File: config.mk
export PLATFORM = sky130hd
export DESIGN_NAME = nibble_cell_if
export DESIGN_NICKNAME = d
export VERILOG_FILES = /design/src/rtl/nci_pkg.sv /design/src/rtl/nci_rst_sync.sv /design/src/rtl/nci_tx_port.sv /design/src/rtl/nci_rx_port.sv /design/src/rtl/nibble_cell_if.sv
export SDC_FILE = /design/constraint.sdc
export NUM_CORES = 1
export LEC_CHECK = 0
export BUFFER_PORTS_ARGS = -buffer_cell sky130_fd_sc_hd__buf_2
export CORE_ASPECT_RATIO = 1.1
export CORE_MARGIN = 10
export CORE_UTILIZATION = 60
export CTS_CLUSTER_DIAMETER = 120
export CTS_CLUSTER_SIZE = 28
export DETAILED_ROUTE_END_ITERATION = 7
export GPL_TIMING_DRIVEN = 0
export MAX_ROUTING_LAYER = met4
export PLACE_DENSITY = 0.86
export SYNTH_ARGS = -nofsm -noshare
export SYNTH_HDL_FRONTEND = slang
export SYNTH_HIERARCHICAL = 1
export SYNTH_SLANG_ARGS = --single-unit
File: constraint.sdc
create_clock -name clk -period 8.06 [get_ports clk]
set_input_delay 0.403 -clock clk [delete_from_list [all_inputs] [get_ports clk]]
set_output_delay 0.403 -clock clk [all_outputs]
set_load 0.005 [all_outputs]
File: src/rtl/nci_pkg.sv
package nci_pkg;
  typedef enum logic [1:0] {TX_IDLE = 2'd0, TX_ARMED = 2'd1, TX_BODY = 2'd2} tx_st_e;
  typedef enum logic {RX_IDLE = 1'b0, RX_BODY = 1'b1} rx_st_e;
endpackage

File: src/rtl/nci_rst_sync.sv
module nci_rst_sync (
  input  logic clk,
  input  logic rst_n,
  output logic rst_q
);
  logic meta_q;
  always_ff @(posedge clk or negedge rst_n) begin
    if (!rst_n) begin
      meta_q <= 1'b0;
      rst_q  <= 1'b0;
    end else begin
      meta_q <= 1'b1;
      rst_q  <= meta_q;
    end
  end
endmodule

File: src/rtl/nci_tx_port.sv
module nci_tx_port #(
  parameter int CELL_BYTES = 53
) (
  input  logic       clk,
  input  logic       rst_n,
  input  logic       room,
  input  logic [3:0] td,
  input  logic       sync,
  output logic       xclk,
  output logic       we,
  output logic [7:0] data,
  output logic       sop,
  output logic       eop,
  output logic       abort
);
  import nci_pkg::*;
  localparam int NIBS = 2 * CELL_BYTES;
  localparam int CW = (NIBS > 2) ? $clog2(NIBS) : 1;
  localparam logic [CW-1:0] LAST = CW'(NIBS - 1);
  localparam logic [CW-1:0] ONE = CW'(1);

  tx_st_e        st_q, st_d;
  logic [CW-1:0] cnt_q, cnt_d;
  logic [3:0]    hi_q, hi_d;
  logic          xclk_q, we_q, we_d, sop_q, sop_d, eop_q, eop_d, ab_q, ab_d;
  logic [7:0]    data_q, data_d;

  always_comb begin
    st_d   = st_q;
    cnt_d  = cnt_q;
    hi_d   = hi_q;
    data_d = data_q;
    we_d   = 1'b0;
    sop_d  = 1'b0;
    eop_d  = 1'b0;
    ab_d   = 1'b0;
    if (xclk_q) begin
      if (sync) begin
        ab_d  = (st_q == TX_BODY);
        st_d  = TX_ARMED;
        cnt_d = '0;
      end else if (st_q != TX_IDLE) begin
        if (!cnt_q[0]) begin
          hi_d = td;
        end else begin
          we_d   = 1'b1;
          data_d = {hi_q, td};
          sop_d  = (cnt_q == ONE);
          eop_d  = (cnt_q == LAST);
        end
        if (cnt_q == LAST) begin
          st_d  = TX_IDLE;
          cnt_d = '0;
        end else begin
          st_d  = TX_BODY;
          cnt_d = cnt_q + ONE;
        end
      end
    end
  end

  always_ff @(posedge clk or negedge rst_n) begin
    if (!rst_n) begin
      xclk_q <= 1'b0;
      st_q   <= TX_IDLE;
      cnt_q  <= '0;
      hi_q   <= '0;
      data_q <= '0;
      we_q   <= 1'b0;
      sop_q  <= 1'b0;
      eop_q  <= 1'b0;
      ab_q   <= 1'b0;
    end else begin
      xclk_q <= room;
      st_q   <= st_d;
      cnt_q  <= cnt_d;
      hi_q   <= hi_d;
      data_q <= data_d;
      we_q   <= we_d;
      sop_q  <= sop_d;
      eop_q  <= eop_d;
      ab_q   <= ab_d;
    end
  end

  assign xclk  = xclk_q;
  assign we    = we_q;
  assign data  = data_q;
  assign sop   = sop_q;
  assign eop   = eop_q;
  assign abort = ab_q;
endmodule

File: src/rtl/nci_rx_port.sv
module nci_rx_port #(
  parameter int CELL_BYTES = 53
) (
  input  logic       clk,
  input  logic       rst_n,
  input  logic       pull,
  input  logic       avail,
  input  logic [7:0] head,
  output logic [3:0] nib,
  output logic       sync,
  output logic       pop
);
  import nci_pkg::*;
  localparam int NIBS = 2 * CELL_BYTES;
  localparam int CW = (NIBS > 2) ? $clog2(NIBS) : 1;
  localparam logic [CW-1:0] LAST = CW'(NIBS - 1);
  localparam logic [CW-1:0] ONE = CW'(1);

  rx_st_e        st_q, st_d;
  logic [CW-1:0] cnt_q, cnt_d;
  logic [3:0]    nib_q, nib_d;
  logic          sync_q, sync_d;

  always_comb begin
    st_d   = st_q;
    cnt_d  = cnt_q;
    nib_d  = nib_q;
    sync_d = 1'b0;
    pop    = 1'b0;
    if (pull) begin
      if (st_q == RX_IDLE) begin
        if (avail) begin
          sync_d = 1'b1;
          nib_d  = '0;
          st_d   = RX_BODY;
          cnt_d  = '0;
        end
      end else begin
        nib_d = cnt_q[0] ? head[3:0] : head[7:4];
        pop   = cnt_q[0];
        if (cnt_q == LAST) begin
          st_d  = RX_IDLE;
          cnt_d = '0;
        end else begin
          cnt_d = cnt_q + ONE;
        end
      end
    end
  end

  always_ff @(posedge clk or negedge rst_n) begin
    if (!rst_n) begin
      st_q   <= RX_IDLE;
      cnt_q  <= '0;
      nib_q  <= '0;
      sync_q <= 1'b0;
    end else begin
      st_q   <= st_d;
      cnt_q  <= cnt_d;
      nib_q  <= nib_d;
      sync_q <= sync_d;
    end
  end

  assign nib  = nib_q;
  assign sync = sync_q;
endmodule

File: src/rtl/nibble_cell_if.sv
module nibble_cell_if #(
  parameter int NPORTS     = 4,
  parameter int CELL_BYTES = 53
) (
  input  logic                  clk,
  input  logic                  rst_n,
  input  logic [NPORTS-1:0]     tx_room,
  output logic [NPORTS-1:0]     tx_xclk,
  input  logic [4*NPORTS-1:0]   tx_td,
  input  logic [NPORTS-1:0]     tx_sync,
  output logic [NPORTS-1:0]     txc_we,
  output logic [8*NPORTS-1:0]   txc_byte,
  output logic [NPORTS-1:0]     txc_sop,
  output logic [NPORTS-1:0]     txc_eop,
  output logic [NPORTS-1:0]     txc_abort,
  input  logic [NPORTS-1:0]     rx_pull,
  output logic [4*NPORTS-1:0]   rx_nib,
  output logic [NPORTS-1:0]     rx_sync,
  input  logic [NPORTS-1:0]     rxc_avail,
  input  logic [8*NPORTS-1:0]   rxc_byte,
  output logic [NPORTS-1:0]     rxc_pop
);
  logic rst_q;

  nci_rst_sync u_rst (.clk(clk), .rst_n(rst_n), .rst_q(rst_q));

  for (genvar p = 0; p < NPORTS; p++) begin : g_port
    nci_tx_port #(.CELL_BYTES(CELL_BYTES)) u_tx (
      .clk   (clk),
      .rst_n (rst_q),
      .room  (tx_room[p]),
      .td    (tx_td[4*p +: 4]),
      .sync  (tx_sync[p]),
      .xclk  (tx_xclk[p]),
      .we    (txc_we[p]),
      .data  (txc_byte[8*p +: 8]),
      .sop   (txc_sop[p]),
      .eop   (txc_eop[p]),
      .abort (txc_abort[p])
    );
    nci_rx_port #(.CELL_BYTES(CELL_BYTES)) u_rx (
      .clk   (clk),
      .rst_n (rst_q),
      .pull  (rx_pull[p]),
      .avail (rxc_avail[p]),
      .head  (rxc_byte[8*p +: 8]),
      .nib   (rx_nib[4*p +: 4]),
      .sync  (rx_sync[p]),
      .pop   (rxc_pop[p])
    );
  end
endmodule

==> results.yml <==
outcome:
  outcome: "finished clean"
critical_path:
  endpoint: "g_port[2].u_tx/cnt_q[6]"
  crit_chain: "ha_1 -> nor3b_1 -> nand2_1 -> a21o_1 -> a311o_1"
  worstReg2RegStart: "g_port[2].u_tx/cnt_q[0]"
  cp.arrival_ns: 2.24
  critPathLaunch: "g_port[2].u_tx/cnt_q[0]"
  crit_family: "simple AND/OR/NAND/NOR gates"
  start_kind: "flip-flop"
  critPathMaxStageDelay_ns: 0.51
  worstSetupPathType: "flip-flop to flip-flop"
  worstReg2RegEnd: "g_port[2].u_tx/cnt_q[6]"
  crit_slowest_cell: "dfrtp_1"
  reg2reg_depth: 5
  path_max_fanout: 8
  cp.required_ns: 8.36
  cp.depth: 5
  cp-end-kind: "flip-flop"
  cp_num_buf_inv: 0
  reg2reg_slack_ns: 6.12
synthesis:
  ys_warn_count: 6
  avgSynthCellArea_um2: 11.5
  syn_nets: 713
  synth.ff_latch_count: 158
  syn_inst: 631
  synth_edf_count: 0
  synth_seq_area_share: 0.546
  synthArstFlopShare: 1.00
  synth_flop_cell: "dfrtp_1"
  synth_area_um2: 7250
  yosysUniqueCellTypes: 42
final_layout:
  multi_input_area_um2: 3140
  sequential_cell_area_um2: 3960
  syn2layout_area_growth_pct: 21.8
  nFillCells: 777
  drive_gt1_frac: 0.327
  nets: 876
  final_util: 0.740
power_and_ir_drop:
  power.density_nw_per_um2: 284
  pwr-share-clk: 0.329
  power_w: 0.00250
  p_int_w: 0.00180
  peakVddDrop_mv: 0.174
  p_switching_w: 0.000699
  combPwrFrac: 0.217
  sw_frac_of_total: 0.279
  p_seq_frac: 0.454
  power_leakage_nw: 4.39
worst_hold_path:
  hp-class: "primary input to flip-flop"
  holdCritStartpoint: "tx_room[2]"
clock_tree:
  postCtsSetupBuffers: 0
  numCtsBuffers: 17
  ctsHoldBuffers: 1
  clock_latency_ns: 0.42
  cts_tree: "yes"
  cts_buffer_depth: 2
  cts_resized: 0
  h-tree-depth: 4
  cts-root-buf: "clkbuf_16"
  cts.sinks: 158
  path_clk_slew_ns: 0.06
sta:
  fin_setup_tns_ns: 0
  finalClockSkew_ns: 0.00743
  finalHoldViolCount: 0
  rsz0062_at_grt: "no"
  min_period_ns: 1.94
  worstMarginPinSlew_ns: 0.857
  finalSetupViolations: 0
  slew_headroom: 0.428
  drv_slew: 0
  max_freq_ghz: 0.516
  finalCritPeriodShare: 0.240
place:
  dp_hpwl_mm: 12.0
  io_buffer_count: 141
  place.gp.congestion: 0.913
die:
  die_h_um: 135
  num_rows: 42
  io_pins: 142
  start_util: 0.607
  core-area_um2: 11900
  dieArea_um2: 16900
  die_x_um: 125
job:
  cap_violations: 0
global_routing:
  grt_max_degree: 62
  grt_pass1_wl_mm: 27.4
  overflow: 0
  track_usage: 0.201
  antenna_found_initial: 1
  grt_pass1_vias: 5696
drt:
  routed_wl_mm: 16.3
  via_per_inst: 5.66
  vias: 5431
  first_pass_iters: 4
  routedWlPerCell_um: 16.9
  first_iter_violations: 415
  drc_errors: 0
  ant_nets: 0
[layout make-up]
class                      count  share of cell area
clock buffer                  23              0.0541
timing repair buffer         144              0.0873
multi-input combinational    437               0.356
tap                          154              0.0218
sequential                   158               0.448
inverter                      24              0.0102
clock inverter                 7              0.0153
antenna                        1            0.000283
buffer                        12             0.00680
[synthesized netlist by cell type (all sizes together), types with 8 or more instances]
cell    instances  area share
nor3           20       0.014
nand3          20       0.014
nand2b          8      0.0083
xor2            8      0.0097
o31ai          12       0.012
nor3b          12       0.012
mux2i          16       0.022
a21oi          16       0.011
a211o           8      0.0097
mux2           52       0.081
dfrtp         158        0.55
nand2          64       0.033
o21ai          48       0.033
and3           24       0.021
inv            24       0.012
ha             16       0.028
a21o           16       0.017
nor2           28       0.029
and2b           8      0.0083
buf            12      0.0083
[sequential cells by signal, indices dropped and copies added, names as in the netlist]
register           cells
g_port.u_rx/cnt_q     28
g_port.u_rx/nib       16
g_port.u_rx/st_q       4
g_port.u_rx/sync       4
g_port.u_tx/abort      4
g_port.u_tx/cnt_q     28
g_port.u_tx/data      32
g_port.u_tx/eop        4
g_port.u_tx/hi_q      16
g_port.u_tx/sop        4
g_port.u_tx/st_q       8
g_port.u_tx/we         4
g_port.u_tx/xclk       4
u_rst/meta_q           1
u_rst/rst_q            1
[worst min path at each step]
stage	end	slack (ns)	depth (start not counted)
global route	g_port[2].u_tx/xclk	0.06	1
floorplan	u_rst/meta_q	0.11	0
CTS	g_port[2].u_tx/xclk	0.07	1
global placement	u_rst/meta_q	0.19	1
detailed placement	u_rst/meta_q	0.19	1
finish	g_port[2].u_tx/xclk	0.08	1
[cell usage in the layout (no fill, tap or decap), types with 8 or more instances in the layout]
cell type  synthesis  layout
ha_1              16      16
and3_1            20      20
o21ai_0           44      44
nand3_1           20      20
o31ai_1           12      12
and2b_1            8       8
dfrtp_1          158     157
nor3b_1           12      12
mux2_2            52      52
nand2_1           64      64
clkbuf_16          0      17
nor2_1            16      16
a211o_1            8       8
buf_2             12     153
a21oi_1           16      16
xor2_1             8       8
inv_1             24      24
mux2i_1           16      16
a21o_1            16      16
nor3_1            20      20
[through the flow]
step	instance area, um^2	hold slack, ns	instances	worst slack [ns]
4_1_cts	8830	0.0661	959	6.15
5_1_grt	8830	0.0634	960	6.02
2_1_floorplan	7250	0.107	631	3.33
3_3_place_gp	8140	0.188	926	1.95
3_5_place_dp	8200	0.189	928	6.16
6_report	8830	0.0808	960	6.12
[kinds of logic after synthesis]
family / synth area share
xor+xnor: 0.00967
simple gates: 0.174
fa+ha+maj: 0.0276
compound gates: 0.119
mux: 0.103
other cells: 0.000518
flops: 0.546
buf+inv: 0.0207
[power groups by stage]
stage | Clock [W] | Sequential [W] | Combinational [W]
after global routing | 0.000874 | 0.00117 | 0.000607
after CTS | 0.000840 | 0.00114 | 0.000553
after floorplan | 0 | 0.00113 | 0.000313
final | 0.000824 | 0.00114 | 0.000544
after detailed placement | 0 | 0.00114 | 0.000545
after global placement | 0 | 0.00114 | 0.000504
[routing by layer]
metal / routed length, um / GRT usage / vias to the layer above / part of all wire
met3: 736 / 0.0486 / 28 / 0.045
met5: 0 / - / - / 0
met2: 8420 / 0.336 / 141 / 0.52
met4: 329 / 0.0835 / 0 / 0.020
met1: 6770 / 0.228 / 2666 / 0.42
li1: - / - / 2596 / -
Power figures use the tool's default switching activity.
